<file path="src/rtl/dbg_seq_pkg.sv">
package dbg_seq_pkg;
  localparam int STW        = 2;
  localparam int NUM_ARMED  = 3;
  localparam int NUM_ROUTED = 3;
  localparam int ROUTE_W    = NUM_ARMED * NUM_ROUTED * STW;

  typedef enum logic [1:0] {
    ST_IDLE = 2'd0,
    ST_ONE  = 2'd1,
    ST_TWO  = 2'd2,
    ST_THR  = 2'd3
  } seq_state_t;

  typedef enum logic [2:0] {
    TK_NONE  = 3'd0,
    TK_COP   = 3'd1,
    TK_EXT   = 3'd2,
    TK_IMM   = 3'd3,
    TK_TAG   = 3'd4,
    TK_FORCE = 3'd5
  } trig_kind_t;

  // fixed priority: coprocessor, external tag, immediate, tag hit, forced hit
  function automatic trig_kind_t prio_pick(input logic cop, input logic ext,
                                           input logic imm, input logic tag,
                                           input logic frc);
    if (cop)      return TK_COP;
    else if (ext) return TK_EXT;
    else if (imm) return TK_IMM;
    else if (tag) return TK_TAG;
    else if (frc) return TK_FORCE;
    return TK_NONE;
  endfunction

  // column of a routed kind inside one state's routing group
  function automatic logic [1:0] route_col(input trig_kind_t k);
    case (k)
      TK_TAG:   return 2'd1;
      TK_FORCE: return 2'd2;
      default:  return 2'd0;
    endcase
  endfunction

  function automatic logic [STW-1:0] cfg_field(input logic [ROUTE_W-1:0] cfg,
                                               input int s, input int k);
    return cfg[((s - 1) * NUM_ROUTED + k) * STW +: STW];
  endfunction
endpackage

</file>
<file path="src/rtl/dbg_trig_arb.sv">
module dbg_trig_arb
  import dbg_seq_pkg::*;
#(
  parameter int NCMP = 4
) (
  input  logic            en_i,
  input  logic            cop_req_i,
  input  logic            cop_en_i,
  input  logic            ext_tag_i,
  input  logic            emul_mode_i,
  input  logic            imm_i,
  input  logic [NCMP-1:0] tag_hit_i,
  input  logic [NCMP-1:0] force_hit_i,
  output trig_kind_t      kind_o
);
  logic cop_ok, ext_ok, tag_any, frc_any;

  assign cop_ok  = en_i & cop_req_i & cop_en_i;
  assign ext_ok  = en_i & ext_tag_i & emul_mode_i;
  assign tag_any = en_i & (|tag_hit_i);
  assign frc_any = en_i & (|force_hit_i);

  assign kind_o = prio_pick(cop_ok, ext_ok, en_i & imm_i, tag_any, frc_any);
endmodule

</file>
<file path="src/rtl/dbg_route_sel.sv">
module dbg_route_sel
  import dbg_seq_pkg::*;
(
  input  logic [ROUTE_W-1:0] cfg_i,
  input  seq_state_t         cur_i,
  input  logic [1:0]         col_i,
  output seq_state_t         nxt_o
);
  logic [STW-1:0] per_state [NUM_ARMED+1];

  assign per_state[0] = ST_IDLE;

  for (genvar s = 1; s <= NUM_ARMED; s++) begin : g_state
    logic [STW-1:0] cols [NUM_ROUTED];
    for (genvar k = 0; k < NUM_ROUTED; k++) begin : g_col
      assign cols[k] = cfg_field(cfg_i, s, k);
    end
    assign per_state[s] = (col_i == 2'd1) ? cols[1] :
                          (col_i == 2'd2) ? cols[2] : cols[0];
  end

  assign nxt_o = seq_state_t'(per_state[cur_i]);
endmodule

</file>
<file path="src/rtl/dbg_flag_reg.sv">
module dbg_flag_reg #(
  parameter int W = 11
) (
  input  logic         clk,
  input  logic         rst_n,
  input  logic         clr_i,
  input  logic [W-1:0] set_i,
  output logic [W-1:0] flags_o
);
  always_ff @(posedge clk or negedge rst_n) begin
    if (!rst_n)     flags_o <= '0;
    else if (clr_i) flags_o <= '0;
    else            flags_o <= flags_o | set_i;
  end
endmodule

</file>
<file path="src/rtl/dbg_seq_top.sv">
module dbg_seq_top
  import dbg_seq_pkg::*;
#(
  parameter int NCMP = 4,
  localparam int FW  = 2 * NCMP + 3
) (
  input  logic               clk,
  input  logic               rst_n,
  input  logic [ROUTE_W-1:0] route_cfg_i,
  input  logic               arm_i,
  input  logic               imm_trig_i,
  input  logic [NCMP-1:0]    force_hit_i,
  input  logic [NCMP-1:0]    tag_hit_i,
  input  logic               ext_tag_i,
  input  logic               emul_mode_i,
  input  logic               cop_req_i,
  input  logic               cop_en_i,
  input  logic               bkpt_en_i,
  input  logic               brk_to_dbg_i,
  output logic [1:0]         state_o,
  output logic               armed_o,
  output logic [FW-1:0]      flags_o,
  output logic               bkpt_o,
  output logic               bkpt_dbg_o,
  output logic               trace_end_o
);
  localparam int F_EXT = 2 * NCMP;
  localparam int F_IMM = 2 * NCMP + 1;
  localparam int F_COP = 2 * NCMP + 2;

  seq_state_t state_q, state_d, routed_nxt;
  trig_kind_t trig_kind;
  logic       seq_live;
  logic       arm_take;
  logic       end_sess;
  logic       brk_req;
  logic [FW-1:0] flag_set;

  assign seq_live = (state_q != ST_IDLE);
  assign arm_take = ~seq_live & arm_i;

  dbg_trig_arb #(.NCMP(NCMP)) u_arb (
    .en_i        (seq_live),
    .cop_req_i   (cop_req_i),
    .cop_en_i    (cop_en_i),
    .ext_tag_i   (ext_tag_i),
    .emul_mode_i (emul_mode_i),
    .imm_i       (imm_trig_i),
    .tag_hit_i   (tag_hit_i),
    .force_hit_i (force_hit_i),
    .kind_o      (trig_kind)
  );

  dbg_route_sel u_route (
    .cfg_i (route_cfg_i),
    .cur_i (state_q),
    .col_i (route_col(trig_kind)),
    .nxt_o (routed_nxt)
  );

  always_comb begin
    state_d  = state_q;
    end_sess = 1'b0;
    brk_req  = 1'b0;
    flag_set = '0;
    if (arm_take) begin
      state_d = ST_ONE;
    end else begin
      case (trig_kind)
        TK_COP: begin
          state_d         = ST_IDLE;
          end_sess        = 1'b1;
          brk_req         = 1'b1;
          flag_set[F_COP] = 1'b1;
        end
        TK_EXT: begin
          state_d         = ST_IDLE;
          end_sess        = 1'b1;
          brk_req         = bkpt_en_i;
          flag_set[F_EXT] = 1'b1;
        end
        TK_IMM, TK_TAG, TK_FORCE: begin
          state_d  = routed_nxt;
          end_sess = (routed_nxt == ST_IDLE);
          brk_req  = (routed_nxt == ST_IDLE) & bkpt_en_i;
          if (trig_kind == TK_IMM)      flag_set[F_IMM] = 1'b1;
          else if (trig_kind == TK_TAG) flag_set[2*NCMP-1:NCMP] = tag_hit_i;
          else                          flag_set[NCMP-1:0] = force_hit_i;
        end
        default: ;
      endcase
    end
  end

  always_ff @(posedge clk or negedge rst_n) begin
    if (!rst_n) begin
      state_q     <= ST_IDLE;
      armed_o     <= 1'b0;
      bkpt_o      <= 1'b0;
      bkpt_dbg_o  <= 1'b0;
      trace_end_o <= 1'b0;
    end else begin
      state_q     <= state_d;
      bkpt_o      <= brk_req;
      trace_end_o <= end_sess;
      if (arm_take)      armed_o <= 1'b1;
      else if (end_sess) armed_o <= 1'b0;
      if (brk_req)       bkpt_dbg_o <= brk_to_dbg_i;
      else               bkpt_dbg_o <= 1'b0;
    end
  end

  dbg_flag_reg #(.W(FW)) u_flags (
    .clk     (clk),
    .rst_n   (rst_n),
    .clr_i   (arm_take),
    .set_i   (flag_set),
    .flags_o (flags_o)
  );

  assign state_o = state_q;
endmodule

</file>
<file path="config.mk">
export PLATFORM = sky130hd
export DESIGN_NAME = dbg_seq_top
export DESIGN_NICKNAME = d
export VERILOG_FILES = /design/src/rtl/dbg_seq_pkg.sv /design/src/rtl/dbg_trig_arb.sv /design/src/rtl/dbg_route_sel.sv /design/src/rtl/dbg_flag_reg.sv /design/src/rtl/dbg_seq_top.sv
export SDC_FILE = /design/constraint.sdc
export NUM_CORES = 1
export LEC_CHECK = 0
export ABC_AREA = 1
export BUFFER_PORTS_ARGS = -buffer_cell sky130_fd_sc_hd__buf_2
export CAP_MARGIN = 20
export CORE_ASPECT_RATIO = 0.75
export CORE_MARGIN = 3
export CORE_UTILIZATION = 48
export CTS_BUF_LIST = sky130_fd_sc_hd__clkbuf_16
export DETAILED_ROUTE_END_ITERATION = 16
export HOLD_SLACK_MARGIN = 0.12
export PLACE_DENSITY_LB_ADDON = 0.3
export SLEW_MARGIN = 25
export SYNTH_ARGS = -nofsm -noshare
export SYNTH_HDL_FRONTEND = slang
export SYNTH_SLANG_ARGS = --single-unit
</file>
<file path="constraint.sdc">
create_clock -name clk -period 3.2 [get_ports clk]
set_clock_uncertainty 0.05 [all_clocks]
set_input_delay 0 -clock clk [delete_from_list [all_inputs] [get_ports clk]]
set_output_delay 0 -clock clk [all_outputs]
set_load 0.02 [all_outputs]
</file>
* After elaboration in Yosys (flattened, before gate mapping)
Cells that the tools add are included.
Widths: inputs -> output; s select.
** Word-level totals
- Register bits :: 17
- Input port bits :: 36
- Output and inout port bits :: 17
- Word-level logic and storage cells :: 74
** Operators by class
- $lt $le $gt $ge :: 1
- Eq/ne operators :: 7
- Multiplexer cells :: 40
- Bitwise gates (word level) :: 12
- Reductions and logical operators :: 8
** Operators by type and width (number)
- $mux 11 :: 2
- $mux 2 :: 9
- $mux 3 :: 6
- $mux 8 :: 2
- $mux 1 :: 14
- $or 11x11->11 :: 1
- $and 1x1->1 :: 9
- $mux 4 :: 2
- $pmux 2 s2 :: 2
- $reduce_or 4->1 :: 2
- $eq 3x2->1 const B :: 2
- $eq 3x3->1 const B :: 2
- $bmux 2 s2 :: 1
- $reduce_bool 2->1 :: 2
- $eq 3x1->1 const B :: 1
- $ge 3x3->1 const B :: 1
- $not 2->3 :: 1
- $pmux 1 s3 :: 1
- $reduce_bool 3->1 :: 1
- $reduce_or 3->1 :: 1
- $eq 2x1->1 const B :: 1
- $eq 2x2->1 const B :: 1
- $logic_not 2->1 :: 1
- $pmux 1 s2 :: 1
- other kinds (2) :: 2

* Longest topological paths before layout
Gate-level depths: netlist (run 1).
- Depth after elaboration :: 21
- Gate-level depth with buffers :: 17
- Depth with buffers taken out :: 16

* Cells and area by module
Synthesis (run 1) repeated with hierarchy kept, for this count alone.
** Second synthesis, totals
- Cells, all modules :: 171
- Area total of the unflattened synthesis :: 1079.8 um^2
** Modules (own cells, without submodules)
- dbg_seq_top :: times used 1, cells each 67, area each 407.9 um^2, sequential area each 150.1 um^2
- dbg_flag_reg :: times used 1, cells each 34, area each 369.1 um^2, sequential area each 275.3 um^2
- dbg_route_sel :: times used 1, cells each 48, area each 205.2 um^2, sequential area each 0.0 um^2
- dbg_trig_arb :: times used 1, cells each 22, area each 97.6 um^2, sequential area each 0.0 um^2

* Worst setup path after synthesis (run 1)
No wires, ideal clock.
- Kind :: reg-to-reg
- Start :: register state_q[0] (netlist: state_o[0])
- End :: register bkpt_dbg_o
- Setup time :: 0.069 ns
- Data arrival time :: 1.742 ns
- Data required time :: 3.081 ns
- Path slack :: 1.339 ns
- Stages on the path, launching flop included :: 16
- Path buffers :: 1
- Clock period less this slack :: 1.861 ns
- Path through :: dfrtp_1 buf_6 nor2_4 o21bai_4 nand2_4 nor2_8 inv_4 nor2_2 nor2_1 nand2_1 inv_2 a21oi_2 nand2_2 nand2_4 nand2_4 nor2_2
** Between the ends
- Cells in the longest elaborated chain, start to end :: 21
- Elaborated cells between the ends (all ways) :: 44
- Classes of those cells :: eq/ne (7); mux (23); bitwise (11); reduce/logical (3)
** RTL lines
- start: declaration :: line dbg_seq_top.sv:31 : seq_state_t state_q, state_d, routed_nxt;
- start signal: assignment :: line dbg_seq_top.sv:103 : state_q <= state_d;
- $reduce_bool 2->1 :: line dbg_seq_top.sv:39 : assign seq_live = (state_q != ST_IDLE);
- $and 1x1->1 :: line dbg_trig_arb.sv:21 : assign frc_any = en_i & (|force_hit_i);
- $mux 1 :: line dbg_seq_pkg.sv:31 : else if (frc) return TK_FORCE;
- $mux 1 :: line dbg_seq_pkg.sv:30 : else if (tag) return TK_TAG;
- $mux 1 :: line dbg_seq_pkg.sv:29 : else if (imm) return TK_IMM;
- $mux 1 :: line dbg_seq_pkg.sv:28 : else if (ext) return TK_EXT;
- $mux 1 :: line dbg_seq_pkg.sv:27 : if (cop) return TK_COP;
- $mux 3 :: line dbg_seq_pkg.sv:32 : return TK_NONE;
- [... 4 more ...]
- $mux 2 :: line dbg_route_sel.sv:18 : assign per_state[s] = (col_i == 2'd1) ? cols[1] :
- $bmux 2 s2 :: line dbg_route_sel.sv:22 : assign nxt_o = seq_state_t'(per_state[cur_i]);
- $mux 2 (implied by the code) (2 in a row) :: line dbg_route_sel.sv:22
- $logic_not 2->1 :: line dbg_seq_top.sv:85 : brk_req = (routed_nxt == ST_IDLE) & bkpt_en_i;
- $and 1x1->1 :: line dbg_seq_top.sv:85
- $pmux 1 s3 :: line dbg_seq_top.sv:69 : case (trig_kind)
- $mux 1 (*) :: line dbg_seq_top.sv:66 : if (arm_take) begin
- $mux 1 (*) :: line dbg_seq_top.sv:108 : if (brk_req) bkpt_dbg_o <= brk_to_dbg_i;
- end signal: assignment :: line dbg_seq_top.sv:108
- end: declaration :: line dbg_seq_top.sv:24 : output logic bkpt_dbg_o,
Mark *: on every way between the ends. The rest lies on a longest branch, timed or not. The select of a mux whose other input is x is not followed.
A chain may end at the register's enable or synchronous reset.

* Worst setup path in the final report (run 1)
- Start :: input port tag_hit_i[0]
- End :: register bkpt_dbg_o
** Between the ends
- Cells in the longest elaborated chain, start to end :: 20
- Elaborated cells between the ends (all ways) :: 34
- Classes of those cells :: eq/ne (7); mux (22); bitwise (2); reduce/logical (3)
** RTL lines
- start: declaration :: line dbg_seq_top.sv:13 : input logic [NCMP-1:0] tag_hit_i,
- $reduce_or 4->1 (*) :: line dbg_trig_arb.sv:20 : assign tag_any = en_i & (|tag_hit_i);
- $and 1x1->1 (*) :: line dbg_trig_arb.sv:20
- $mux 3 / $mux 1 (equally long branches) :: line dbg_seq_pkg.sv:30
- $mux 3 / $mux 1 (equally long branches) :: line dbg_seq_pkg.sv:29
- $mux 3 / $mux 1 (equally long branches) :: line dbg_seq_pkg.sv:28
- $mux 3 / $mux 1 (equally long branches) :: line dbg_seq_pkg.sv:27
- $mux 3 (*) :: line dbg_seq_pkg.sv:32
- $eq 3x3->1 :: line dbg_seq_pkg.sv:37, dbg_seq_top.sv:69
- [... 3 more ...]
- $mux 2 :: line dbg_route_sel.sv:18
- $bmux 2 s2 :: line dbg_route_sel.sv:22
- $mux 2 (implied by the code) (2 in a row) :: line dbg_route_sel.sv:22
- $logic_not 2->1 :: line dbg_seq_top.sv:85
- $and 1x1->1 :: line dbg_seq_top.sv:85
- $pmux 1 s3 (*) :: line dbg_seq_top.sv:69
- $mux 1 (*) :: line dbg_seq_top.sv:66
- $mux 1 (*) :: line dbg_seq_top.sv:108
Marked as above.

==> impl_results.rst, run 1 <==
.. list-table::
   :header-rows: 1

   * - Metric
     - Value
   * - NumNets Final
     - 240
   * - Count of state elements after synthesis
     - 17
   * - Max-Slew Margin vs Limit
     - 0.7415
   * - Die ar.
     - 0.002793 sq mm
   * - Die height
     - 46.53 um
   * - Library cells used by synthesis
     - 25
   * - Count of TritonRoute iterations in the first routing pass
     - 4
   * - PD cells
     - 905.9 mW/mm^2
   * - Number of buffers and inverters on the critical path
     - 3
   * - Share of the synthesized area in compound gates (AO/OA/AOI/OAI)
     - 0.1345
   * - Outcome
     - completed
   * - Via/cell ratio
     - 4.863
   * - Cell area after synthesis
     - 0.001051 sq mm
   * - Placed Instances
     - 209
   * - Non-filler instance count after layout
     - 227
   * - Number of max-cap violations
     - 0
   * - Transition at the pin with the smallest max-transition slack
     - 0.3877 ns
   * - Total power draw
     - 1.401 mW
   * - CP max-delay cell
     - sky130_fd_sc_hd__dlygate4sd3_1
   * - Number of buffers added by the clock tree synthesis step
     - 3
   * - Wire length reported by the detailed router
     - 2.832 mm
   * - Sequential area share after synthesis
     - 0.4048
   * - Synth Area per Inst
     - 7.785 sq um
   * - Dominant combinational cell family by area after synthesis
     - simple AND/OR/NAND/NOR gates
   * - Xor and xnor area share after synthesis
     - 0
   * - Drt initial violations
     - 42
   * - Top delay family on crit path
     - buffers and inverters
   * - Initial antenna violation count
     - 0
   * - Cells along the critical path
     - dlygate4sd3_1 > buf_2 > nor2_1 > nand2_1 > a21boi_4 > nand3_4 > nand2_1 > nand3_1 > nand2_1 > nand2_1 > a21oi_2 > nand2_2 > nand2_4 > nand2_4 > nor2_2 > dlygate4sd3_1
   * - Final Hold Fails
     - 0
   * - Die Span X
     - 60.03 um
   * - Half-perimeter wire length after placement
     - 2.052 mm
   * - Count of warnings emitted by yosys
     - 0
   * - Remaining antenna violation count after routing
     - 0
   * - H-tree Lvls
     - 1
   * - Vias in the first global route
     - 1020
   * - Post-route clock period utilization
     - 0.8142
   * - First-pass GRT wire length
     - 4.498 mm
   * - Setup repair after global routing missed its margin
     - no
   * - Worst vdd rail ir drop
     - 659.5 uV
   * - Routed length per placed instance
     - 12.48 um
   * - Largest net degree at the start of global routing
     - 18
   * - Number of ports placed on the die boundary
     - 53
   * - Number of remaining DRC errors
     - 0
   * - Minimum clock period
     - 2.606 ns
   * - Area inside the core boundary
     - 0.002032 sq mm
   * - Global route total overflow
     - 0
   * - Leakage dissipation
     - 0.8857 nW
   * - Max Clock Freq
     - 0.3838 GHz
   * - Classification of the worst setup path
     - input port to flip-flop
   * - Cells after Synth
     - 135
   * - Post-synthesis mux area share
     - 0.01905
   * - Met1 Wirelength
     - 1.131 mm
   * - Aggregate negative setup slack
     - 0 ns
   * - Number of cell rows
     - 14
   * - Layout area overhead
     - 47.14%
   * - Total nets after synthesis
     - 171
   * - Most prevalent standard cell on the critical path
     - sky130_fd_sc_hd__nand2_1
   * - Number of I/O port buffers
     - 52
   * - Worst min path class
     - input port to flip-flop
   * - Critical path startpoint category
     - input port
   * - Adder and majority cell fraction of the synthesized area
     - 0
   * - Critical path capture point type
     - flip-flop
   * - Antenna diode instance count
     - 0
   * - Final RePlAce weighted congestion
     - 0.7843
   * - Total number of clock tree sinks
     - 17
   * - Simple-Gate Fraction of Synth Area
     - 0.3429
   * - Total setup violations reported at the end of the flow
     - 0
   * - Maximum root-to-sink buffer count
     - 2
   * - Detailed route wirelength on metal3
     - 274 um
   * - Root Driver
     - sky130_fd_sc_hd__clkbuf_16
   * - Share of layout cells above drive strength 1
     - 0.3695
   * - Clock tree from TritonCTS
     - built
   * - Number of fillers in the final layout
     - 151
   * - Clock transition at path regs
     - 0.05 ns
   * - Met2 wire length
     - 1.395 mm
   * - Worst endpoint required time
     - 3.33 ns
   * - Postcts setup bufs
     - 0
   * - CP max stage delay
     - 0.55 ns
   * - Max layer used
     - met4
   * - Count of pins over their slew limit
     - 0
   * - Skew-Pair Late Insertion Delay
     - 0.25 ns
   * - Total track usage
     - 0.2227
   * - Initial cell density of the core
     - 0.5172
   * - Worst Path Max Fanout
     - 8
   * - Data arrival time at the worst-slack endpoint
     - 2.74 ns
   * - Total via count after detailed routing
     - 1104
## metal layers
metal	GRT usage	vias up
met5	0	-
met4	0.06637	0
met3	0.07843	6
met2	0.3642	52
met1	0.2772	485
li1	-	561
## sequential cells by signal, summed over array words and instances, names as in the netlist
signal           flops
u_flags.flags_o     11
state_o              2
armed_o              1
bkpt_dbg_o           1
bkpt_o               1
trace_end_o          1
## report_power, final
group	switching (mW)	internal (mW)
clock	0.0791	0.167
combinational	0.488	0.285
sequential	0.0712	0.311
total	0.638	0.763
## area by class of cell
class,instances,area (sq um),share of cell area
multi-input combinational,93,521.8,0.3374
clock buffer,3,75.07,0.04854
tap,24,30.03,0.01942
timing repair buffer,66,400.4,0.2589
clock inverter,1,5.005,0.003236
sequential,17,425.4,0.2751
inverter,23,88.84,0.05744
## stage by stage
stage	instance area [sq um]	setup slack [ns]	utilization	hold slack (ns)
5_1_grt	1546	0.3869	0.7611	0.1940
3_3_place_gp	1326	1.322	0.6527	-0.1154
4_1_cts	1546	0.6593	0.7611	0.1393
3_5_place_dp	1326	1.259	0.6527	-0.1078
2_1_floorplan	1051	1.339	-	-0.3456
6_report	1546	0.5945	0.7611	0.1423
## layout by cell type (no fill, tap or decap), types with 4 or more instances in the layout
| cell | instances |
|---|---|
| sky130_fd_sc_hd__buf_2 | 52 |
| sky130_fd_sc_hd__nand2_1 | 29 |
| sky130_fd_sc_hd__nor2_1 | 19 |
| sky130_fd_sc_hd__inv_1 | 19 |
| sky130_fd_sc_hd__dfrtp_1 | 17 |
| sky130_fd_sc_hd__dlygate4sd3_1 | 14 |
| sky130_fd_sc_hd__a21oi_1 | 12 |
| sky130_fd_sc_hd__nand3_1 | 6 |
| sky130_fd_sc_hd__nand2_4 | 4 |
| sky130_fd_sc_hd__nand4_1 | 4 |
| sky130_fd_sc_hd__o21ai_0 | 4 |
## final timing paths
kind	from	end	slack (ns)	cells past startpoint
setup / recovery	tag_hit_i[0]	bkpt_dbg_o	0.59	16
hold / removal	route_cfg_i[3]	state_o[1]	0.14	5
setup reg to reg	state_o[0]	bkpt_dbg_o	0.64	17
hold reg to reg	u_flags.flags_o[9]	u_flags.flags_o[9]	0.45	1
max in group asynchronous	rst_n	u_flags.flags_o[5]	2.68	2
min in group asynchronous	rst_n	u_flags.flags_o[0]	0.15	2
## kinds of logic after synthesis
group / Yosys count
AOI/OAI and AO/OA: 21
buffers and inverters: 25
DFF: 17
muxes: 2
and+or+nand+nor: 70
## Yosys cell counts
master	count	share of area
sky130_fd_sc_hd__nand2_4	4	0.043
sky130_fd_sc_hd__o21bai_4	1	0.018
sky130_fd_sc_hd__a21oi_1	12	0.057
sky130_fd_sc_hd__a21oi_2	1	0.0083
sky130_fd_sc_hd__nor2_4	1	0.011
sky130_fd_sc_hd__nand4_1	4	0.024
sky130_fd_sc_hd__nor2_2	2	0.012
sky130_fd_sc_hd__dfrtp_1	17	0.40
sky130_fd_sc_hd__nor2_8	1	0.019
sky130_fd_sc_hd__buf_6	1	0.011
sky130_fd_sc_hd__inv_1	19	0.068
sky130_fd_sc_hd__clkbuf_1	1	0.0036
sky130_fd_sc_hd__mux2i_1	2	0.019
sky130_fd_sc_hd__nand3_4	1	0.017
sky130_fd_sc_hd__inv_4	1	0.0060
sky130_fd_sc_hd__o211ai_1	1	0.0071
sky130_fd_sc_hd__o21ai_0	4	0.019
sky130_fd_sc_hd__or2_2	2	0.012
sky130_fd_sc_hd__a21boi_4	1	0.018
sky130_fd_sc_hd__inv_2	3	0.011
sky130_fd_sc_hd__nand3_1	6	0.029
sky130_fd_sc_hd__o21a_1	1	0.0071
sky130_fd_sc_hd__nand2_1	29	0.10
sky130_fd_sc_hd__nand2_2	1	0.0060
sky130_fd_sc_hd__nor2_1	19	0.068
## repair_timing
item / CTS / global route
hold buffers: 14 / 0
endpoints found under the hold margin: 29 / 0
resized for setup: 0 / 0
## worst register-to-register path: cells and delay by family, from the launching register on
family | cells | cell delay (ns)
AO/OA/AOI/OAI | 1 | 0.13
flip-flops | 1 | 0.57
AND/OR/NAND/NOR | 12 | 1.03
buffers and inverters | 4 | 0.72
No activity file was read; power rests on OpenSTA's default activity.
==> run 2, diff against run 1 <==
--- a/config.mk
+++ b/config.mk
@@ -10,7 +10,7 @@
 export CAP_MARGIN = 20
 export CORE_ASPECT_RATIO = 0.75
 export CORE_MARGIN = 3
-export CORE_UTILIZATION = 48
+export CORE_UTILIZATION = 40
 export CTS_BUF_LIST = sky130_fd_sc_hd__clkbuf_16
 export DETAILED_ROUTE_END_ITERATION = 16
 export HOLD_SLACK_MARGIN = 0.12
==> constraint.sdc (replaced) <==
create_clock -name clk -period 2.27 [get_ports clk]
set_clock_uncertainty 0.05 [all_clocks]
set_input_delay 0 -clock clk [delete_from_list [all_inputs] [get_ports clk]]
set_output_delay 0 -clock clk [all_outputs]
set_load 0.02 [all_outputs]
==> run 2 against run 1 <==
  * Die area rose by 18%
  * Clock power rose by 43%
  * Cell count rose by 4.0%
  * Largest cell class unchanged
  * Sequential share of layout area barely moved
  * Setup slack got worse by 0.35 ns
  * Combinational power rose by 40%
  * Critical path depth fell by 1
  * Utilization fell by 12 points
  * Sequential power rose by 41%
==> impl_results.rst, run 2 (same netlist as run 1, synthesis figures left out) <==
.. list-table::
   :header-rows: 1

   * - Metric
     - Value
   * - Global route total overflow
     - 0 (unchanged)
   * - Total track usage
     - 0.1821 (was 0.2227)
   * - Critical path capture point type
     - flip-flop (unchanged)
   * - Global-route track usage on met2
     - 0.3244 (was 0.3642)
   * - PD cells
     - 1269 mW/mm^2 (was 905.9 mW/mm^2)
   * - Total number of clock tree sinks
     - 17 (unchanged)
   * - Via/cell ratio
     - 4.576 (was 4.863)
   * - Transition at the pin with the smallest max-transition slack
     - 0.3775 ns (was 0.3877 ns)
   * - Root Driver
     - sky130_fd_sc_hd__clkbuf_16 (unchanged)
   * - Endpoint of the lowest-slack register-to-register path
     - bkpt_dbg_o (unchanged)
   * - Startpoint of the worst-slack reg-to-reg timing path
     - state_o[0] (unchanged)
   * - Maximum root-to-sink buffer count
     - 2 (unchanged)
   * - Remaining antenna violation count after routing
     - 0 (unchanged)
   * - Worst min path class
     - input port to asynchronous set/reset pin (was input port to flip-flop)
   * - Final RePlAce weighted congestion
     - 0.7962 (was 0.7843)
   * - Max-Slew Margin vs Limit
     - 0.7483 (was 0.7415)
   * - Number of remaining DRC errors
     - 0 (unchanged)
   * - Antenna diode instance count
     - 0 (unchanged)
   * - Initial cell density of the core
     - 0.4375 (was 0.5172)
   * - Aggregate negative setup slack
     - 0 ns (unchanged)
   * - Count of pins over their slew limit
     - 0 (unchanged)
   * - Reg2reg setup slack
     - 0.28 ns (was 0.64 ns)
   * - Grt met1 use
     - 0.2308 (was 0.2772)
   * - Worst Path Max Fanout
     - 8 (unchanged)
   * - Outcome
     - completed (unchanged)
   * - Vias in the first global route
     - 1002 (was 1020)
   * - Skew-Pair Late Insertion Delay
     - 0.24 ns (was 0.25 ns)
   * - Register containing the most flip-flops in the final layout
     - u_flags.flags_o (unchanged)
   * - Total setup violations reported at the end of the flow
     - 0 (unchanged)
   * - Number of flip-flops under the largest register name
     - 11 (unchanged)
   * - Postcts setup bufs
     - 0 (unchanged)
   * - Number of ports placed on the die boundary
     - 53 (unchanged)
   * - Worst Reg-to-Reg Cells
     - 16 (was 17)
   * - Layout area overhead
     - 47.38% (was 47.14%)
   * - Classification of the worst setup path
     - input port to flip-flop (unchanged)
   * - Total via count after detailed routing
     - 1080 (was 1104)
   * - Instance area after placement
     - 0.001339 sq mm (was 0.001326 sq mm)
   * - Number of buffers inserted by hold repair at cts
     - 13 (was 14)
   * - Area inside the core boundary
     - 0.002402 sq mm (was 0.002032 sq mm)
   * - Number of buffers added by the clock tree synthesis step
     - 3 (unchanged)
   * - Setup repair after global routing missed its margin
     - no (unchanged)
   * - Post-route clock period utilization
     - 0.8935
   * - Initial antenna violation count
     - 0 (unchanged)
   * - NumNets Final
     - 239 (was 240)
   * - Worst vdd rail ir drop
     - 694.4 uV (was 659.5 uV)
   * - Met3 usage in global routing
     - 0.04251 (was 0.07843)
   * - Share of layout cells above drive strength 1
     - 0.3713 (was 0.3695)
   * - Data arrival time at the worst-slack endpoint
     - 2.16 ns (was 2.74 ns)
   * - Critical path startpoint category
     - input port (unchanged)
   * - Drt initial violations
     - 19 (was 42)
   * - Number of I/O port buffers
     - 52 (unchanged)
   * - Half-perimeter wire length after placement
     - 2.124 mm (was 2.052 mm)
   * - First-pass GRT wire length
     - 4.526 mm (was 4.498 mm)
   * - Final Hold Fails
     - 0 (unchanged)
   * - Final core utilization
     - 0.6448 (was 0.7611)
   * - Wire length reported by the detailed router
     - 2.818 mm (was 2.832 mm)
   * - Routed length per placed instance
     - 11.94 um (was 12.48 um)
   * - Clock tree from TritonCTS
     - built (unchanged)
   * - Final design instance area without fill
     - 0.001549 sq mm (was 0.001546 sq mm)
   * - Worst hold-check slack
     - 0.1657 ns (was 0.1423 ns)
   * - Die Span X
     - 65.19 um (was 60.03 um)
   * - Layer with the highest usage after global routing
     - met2 (unchanged)
   * - H-tree Lvls
     - 1 (unchanged)
   * - Max Clock Freq
     - 0.4930 GHz
   * - Non-filler instance count after layout
     - 236 (was 227)
   * - Die ar.
     - 0.003285 sq mm (was 0.002793 sq mm)
   * - Commonest non-fill, non-tap cells in the layout
     - sky130_fd_sc_hd__buf_2, sky130_fd_sc_hd__nand2_1, sky130_fd_sc_hd__nor2_1, sky130_fd_sc_hd__inv_1, sky130_fd_sc_hd__dfrtp_1 (unchanged)
   * - Number of cell rows
     - 15 (was 14)
   * - CTS-repair resized insts
     - 0 (unchanged)
   * - Largest net degree at the start of global routing
     - 18 (unchanged)
   * - Count of TritonRoute iterations in the first routing pass
     - 4 (unchanged)
   * - Number of max-cap violations
     - 0 (unchanged)
   * - Die height
     - 50.39 um (was 46.53 um)
   * - Most common cell after layout, fill and taps aside
     - sky130_fd_sc_hd__buf_2 (unchanged)
   * - Placed Instances
     - 219 (was 209)
   * - Worst endpoint required time
     - 2.40 ns (was 3.33 ns)
   * - Clock transition at path regs
     - 0.05 ns (about the same)
   * - Leakage dissipation
     - 0.8795 nW (was 0.8857 nW)
   * - Minimum clock period
     - 2.028 ns
[run 2: cell count changes in the layout (fill, tap and decap cells not counted), sizes merged]
| cell | change |
|---|---|
| dlygate4sd3 | -1 |
[run 2: layer usage]
| metal | part of all wire | up-vias |
|---|---|---|
| li1 | - | 559 |
| met1 | 0.41 | 481 |
| met2 | 0.52 | 38 |
| met3 | 0.064 | 2 |
| met4 | 0.0021 | 0 |
| met5 | 0 | - |
[run 2: metrics by stage]
step | power [mW] | worst slack [ns]
final | 1.965 | 0.2417
after floorplan | 1.319 | 0.4091
after CTS | 1.978 | 0.2593
after detailed placement | 1.591 | 0.2879
after global routing | 2.120 | 0.05917
after global placement | 1.552 | 0.3861
[run 2: cell type report]
type | count | area (sq um)
flip-flops and latches | 17 | 425.4
multi-input cells | 93 | 521.8
fillers | 233 | 853.3
inverters | 23 | 88.84
clock inverters | 1 | 5.005
repair buffers | 65 | 390.4
well taps | 34 | 42.54
clock buffers | 3 | 75.07
[run 2: worst max-delay path by stage]
| stage | from | endpoint | cells past startpoint |
|---|---|---|---|
| global placement | state_o[0] | bkpt_dbg_o | 16 |
| floorplan | state_o[0] | bkpt_dbg_o | 15 |
| global route | tag_hit_i[0] | bkpt_dbg_o | 15 |
| detailed placement | state_o[0] | bkpt_dbg_o | 16 |
| finish | tag_hit_i[3] | bkpt_dbg_o | 15 |
| CTS | tag_hit_i[1] | bkpt_dbg_o | 15 |
[run 2: power by group]
part           internal, mW  switching (mW)  leakage [nW]  total, mW
registers             0.438           0.100         0.217      0.539
logic                 0.395           0.681         0.622       1.08
clock network         0.236           0.115        0.0409      0.351
[run 2: worst max-delay path, stage by stage]
cell and delay, ns:
sky130_fd_sc_hd__dlygate4sd3_1 0.53, sky130_fd_sc_hd__buf_2 0.12, sky130_fd_sc_hd__nor2_1 0.11, sky130_fd_sc_hd__nand2_1 0.13, sky130_fd_sc_hd__a21boi_4 0.37, sky130_fd_sc_hd__nand3_4 0.17
sky130_fd_sc_hd__nand2_1 0.09, sky130_fd_sc_hd__nand3_1 0.07, sky130_fd_sc_hd__nand2_1 0.09, sky130_fd_sc_hd__nand2_1 0.06, sky130_fd_sc_hd__a21oi_2 0.15, sky130_fd_sc_hd__nand2_2 0.08
sky130_fd_sc_hd__nand2_4 0.08, sky130_fd_sc_hd__nand2_4 0.05, sky130_fd_sc_hd__nor2_2 0.06
==> run 3, diff against run 2 <==
--- a/config.mk
+++ b/config.mk
@@ -8,7 +8,7 @@
 export ABC_AREA = 1
 export BUFFER_PORTS_ARGS = -buffer_cell sky130_fd_sc_hd__buf_2
 export CAP_MARGIN = 20
-export CORE_ASPECT_RATIO = 0.75
+export CORE_ASPECT_RATIO = 1.2
 export CORE_MARGIN = 3
 export CORE_UTILIZATION = 40
 export CTS_BUF_LIST = sky130_fd_sc_hd__clkbuf_16
==> run 3 against run 2 <==
  * Global-route usage decreased by 0.51 points
  * Flip-flop and latch count unchanged
  * Clock power down 3%
  * Combinational power barely moved
  * Highest routed layer unchanged
  * Register-to-register slack improved by 0.06 ns
  * Largest cell class unchanged
  * Critical path depth did not move
  * Clock-buffer cell count unchanged
  * Setup slack better by 0.014 ns
==> impl_results.rst, run 3 (same netlist as run 1, synthesis figures left out) <==
.. list-table::
   :header-rows: 1

   * - Metric
     - Value
   * - Post-route clock period utilization
     - 0.8871 (was 0.8935)
   * - Final design instance area without fill
     - 0.001544 sq mm (was 0.001549 sq mm)
   * - Total setup violations reported at the end of the flow
     - 0 (unchanged)
   * - Most prevalent standard cell on the critical path
     - sky130_fd_sc_hd__nand2_1 (unchanged)
   * - H-tree Lvls
     - 1 (unchanged)
   * - Final RePlAce weighted congestion
     - 0.8658 (was 0.7962)
   * - Number of buffers and inverters on the critical path
     - 2 (unchanged)
   * - Via/cell ratio
     - 4.631 (was 4.576)
   * - Outcome
     - completed (unchanged)
   * - Total via count after detailed routing
     - 1079 (was 1080)
   * - Worst Path Max Fanout
     - 8 (unchanged)
   * - Total track usage
     - 0.1770 (was 0.1821)
   * - Multi-input gate area in the final layout
     - 521.8 sq um (unchanged)
   * - Die height
     - 62.15 um (was 50.39 um)
   * - Largest net degree at the start of global routing
     - 18 (unchanged)
   * - NumNets Final
     - 239 (unchanged)
   * - Vias in the first global route
     - 1063 (was 1002)
   * - Count of TritonRoute iterations in the first routing pass
     - 4 (unchanged)
   * - Clock transition at path regs
     - 0.05 ns (about the same)
   * - Register containing the most flip-flops in the final layout
     - u_flags.flags_o (unchanged)
   * - Critical path startpoint category
     - input port (unchanged)
   * - Number of cell rows
     - 19 (was 15)
   * - Number of ports placed on the die boundary
     - 53 (unchanged)
   * - Area inside the core boundary
     - 0.002401 sq mm (was 0.002402 sq mm)
   * - Setup repair after global routing missed its margin
     - no (unchanged)
   * - Number of buffers added by the clock tree synthesis step
     - 3 (unchanged)
   * - Minimum clock period
     - 2.014 ns (was 2.028 ns)
   * - Initial cell density of the core
     - 0.4377 (was 0.4375)
   * - Die Span X
     - 52.80 um (was 65.19 um)
   * - Layout area overhead
     - 46.90% (was 47.38%)
   * - Commonest non-fill, non-tap cells in the layout
     - sky130_fd_sc_hd__buf_2, sky130_fd_sc_hd__nand2_1, sky130_fd_sc_hd__inv_1, sky130_fd_sc_hd__nor2_1, sky130_fd_sc_hd__dfrtp_1 (was sky130_fd_sc_hd__buf_2, sky130_fd_sc_hd__nand2_1, sky130_fd_sc_hd__nor2_1, sky130_fd_sc_hd__inv_1, sky130_fd_sc_hd__dfrtp_1)
   * - Total number of clock tree sinks
     - 17 (unchanged)
   * - Max-Slew Margin vs Limit
     - 0.7453 (was 0.7483)
   * - Critical path capture point type
     - flip-flop (unchanged)
   * - Classification of the worst setup path
     - input port to flip-flop (unchanged)
   * - Number of flip-flops under the largest register name
     - 11 (unchanged)
   * - Drt initial violations
     - 24 (was 19)
   * - Top delay family on crit path
     - simple AND/OR/NAND/NOR gates (unchanged)
   * - Maximum root-to-sink buffer count
     - 2 (unchanged)
   * - Aggregate negative setup slack
     - 0 ns (unchanged)
   * - Cells along the critical path
     - dlygate4sd3_1 > buf_2 > nor2_1 > nand2_1 > a21boi_4 > nand3_4 > nand2_1 > nand3_1 > nand2_1 > nand2_1 > a21oi_2 > nand2_2 > nand2_4 > nand2_4 > nor2_2 (unchanged)
   * - Routed length per placed instance
     - 11.70 um (was 11.94 um)
   * - Initial antenna violation count
     - 0 (unchanged)
   * - Transition at the pin with the smallest max-transition slack
     - 0.3821 ns (was 0.3775 ns)
   * - Share of layout cells above drive strength 1
     - 0.3663 (was 0.3713)
   * - Antenna diode instance count
     - 0 (unchanged)
   * - Worst setup slack before clock tree synthesis
     - 0.3415 ns (was 0.2879 ns)
   * - Number of I/O port buffers
     - 52 (unchanged)
   * - Worst min path class
     - input port to asynchronous set/reset pin (unchanged)
   * - Clock tree from TritonCTS
     - built (unchanged)
   * - Die ar.
     - 0.003281 sq mm (was 0.003285 sq mm)
   * - Instance area after placement
     - 0.001335 sq mm (was 0.001339 sq mm)
   * - Half-perimeter wire length after placement
     - 2.050 mm (was 2.124 mm)
   * - Combined flip-flop and latch cell area
     - 425.4 sq um (unchanged)
   * - Final Hold Fails
     - 0 (unchanged)
   * - Count of pins over their slew limit
     - 0 (unchanged)
   * - Global route total overflow
     - 0 (unchanged)
   * - Root Driver
     - sky130_fd_sc_hd__clkbuf_16 (unchanged)
   * - Max Clock Freq
     - 0.4966 GHz (was 0.4930 GHz)
   * - Worst endpoint required time
     - 2.40 ns (about the same)
   * - Remaining antenna violation count after routing
     - 0 (unchanged)
   * - Skew-Pair Late Insertion Delay
     - 0.24 ns (about the same)
   * - PD cells
     - 1259 mW/mm^2 (was 1269 mW/mm^2)
   * - Number of fillers in the final layout
     - 215 (was 233)
   * - Min setup slack post-route
     - 0.2562 ns (was 0.2417 ns)
   * - Worst Reg-to-Reg Cells
     - 16 (unchanged)
   * - Reg2reg setup slack
     - 0.34 ns (was 0.28 ns)
   * - Number of remaining DRC errors
     - 0 (unchanged)
   * - Endpoint of the lowest-slack register-to-register path
     - bkpt_dbg_o (unchanged)
   * - Startpoint of the worst-slack reg-to-reg timing path
     - state_o[0] (unchanged)
   * - Leakage dissipation
     - 0.8809 nW (was 0.8795 nW)
   * - Data arrival time at the worst-slack endpoint
     - 2.14 ns (was 2.16 ns)
   * - CP max-delay cell
     - sky130_fd_sc_hd__dlygate4sd3_1 (unchanged)
   * - Number of max-cap violations
     - 0 (unchanged)
   * - Postcts setup bufs
     - 0 (unchanged)
   * - Wire length reported by the detailed router
     - 2.725 mm (was 2.818 mm)
   * - First-pass GRT wire length
     - 4.505 mm (was 4.526 mm)
   * - CP max stage delay
     - 0.55 ns (was 0.53 ns)
   * - Most common cell after layout, fill and taps aside
     - sky130_fd_sc_hd__buf_2 (unchanged)
   * - Worst vdd rail ir drop
     - 953.7 uV (was 694.4 uV)
## run 3: power by group
part	total, mW	switching, mW	internal [mW]
Combinational	1.07	0.676	0.395
Sequential	0.532	0.0933	0.438
Clock	0.342	0.108	0.233
## run 3: worst max-delay path by stage
stage / from / end / slack [ns] / depth (start not counted)
6_report: tag_hit_i[3] / bkpt_dbg_o / 0.26 / 15
5_1_grt: tag_hit_i[3] / bkpt_dbg_o / 0.06 / 15
4_1_cts: tag_hit_i[1] / bkpt_dbg_o / 0.26 / 15
3_5_place_dp: state_o[0] / bkpt_dbg_o / 0.34 / 16
3_3_place_gp: state_o[0] / bkpt_dbg_o / 0.41 / 16
2_1_floorplan: state_o[0] / bkpt_dbg_o / 0.41 / 15
## run 3: per-stage QoR
step	hold WS, ns	std cells	power [mW]	util
after detailed placement	-0.1068	216	1.582	0.5560
final	0.1518	233	1.944	0.6430
after global placement	-0.1154	216	1.559	0.5560
after floorplan	-0.3456	135	1.319	-
after global routing	0.1889	233	2.105	0.6430
after CTS	0.1621	233	1.961	0.6430
## run 3: per-layer routing
metal / vias to the layer above / share of wire / global-route usage
met5: - / 0 / 0
met4: 0 / 0.0051 / 0.04792
met3: 2 / 0.067 / 0.03110
met2: 32 / 0.51 / 0.3043
met1: 490 / 0.42 / 0.2210
li1: 555 / - / -
## run 3: repair_timing
action,CTS,global route
hold endpoints to repair,29,0
gates resized for setup,0,0
endpoints found under the setup margin,0,0
hold buffers,13,0
## run 3: layout make-up
class                      count  area share
tap                           31     0.02512
clock inverter                 1    0.002431
sequential                    17      0.2755
multi-input combinational     93      0.3379
clock buffer                   3     0.04862
timing repair buffer          65      0.2528
inverter                      23     0.05754
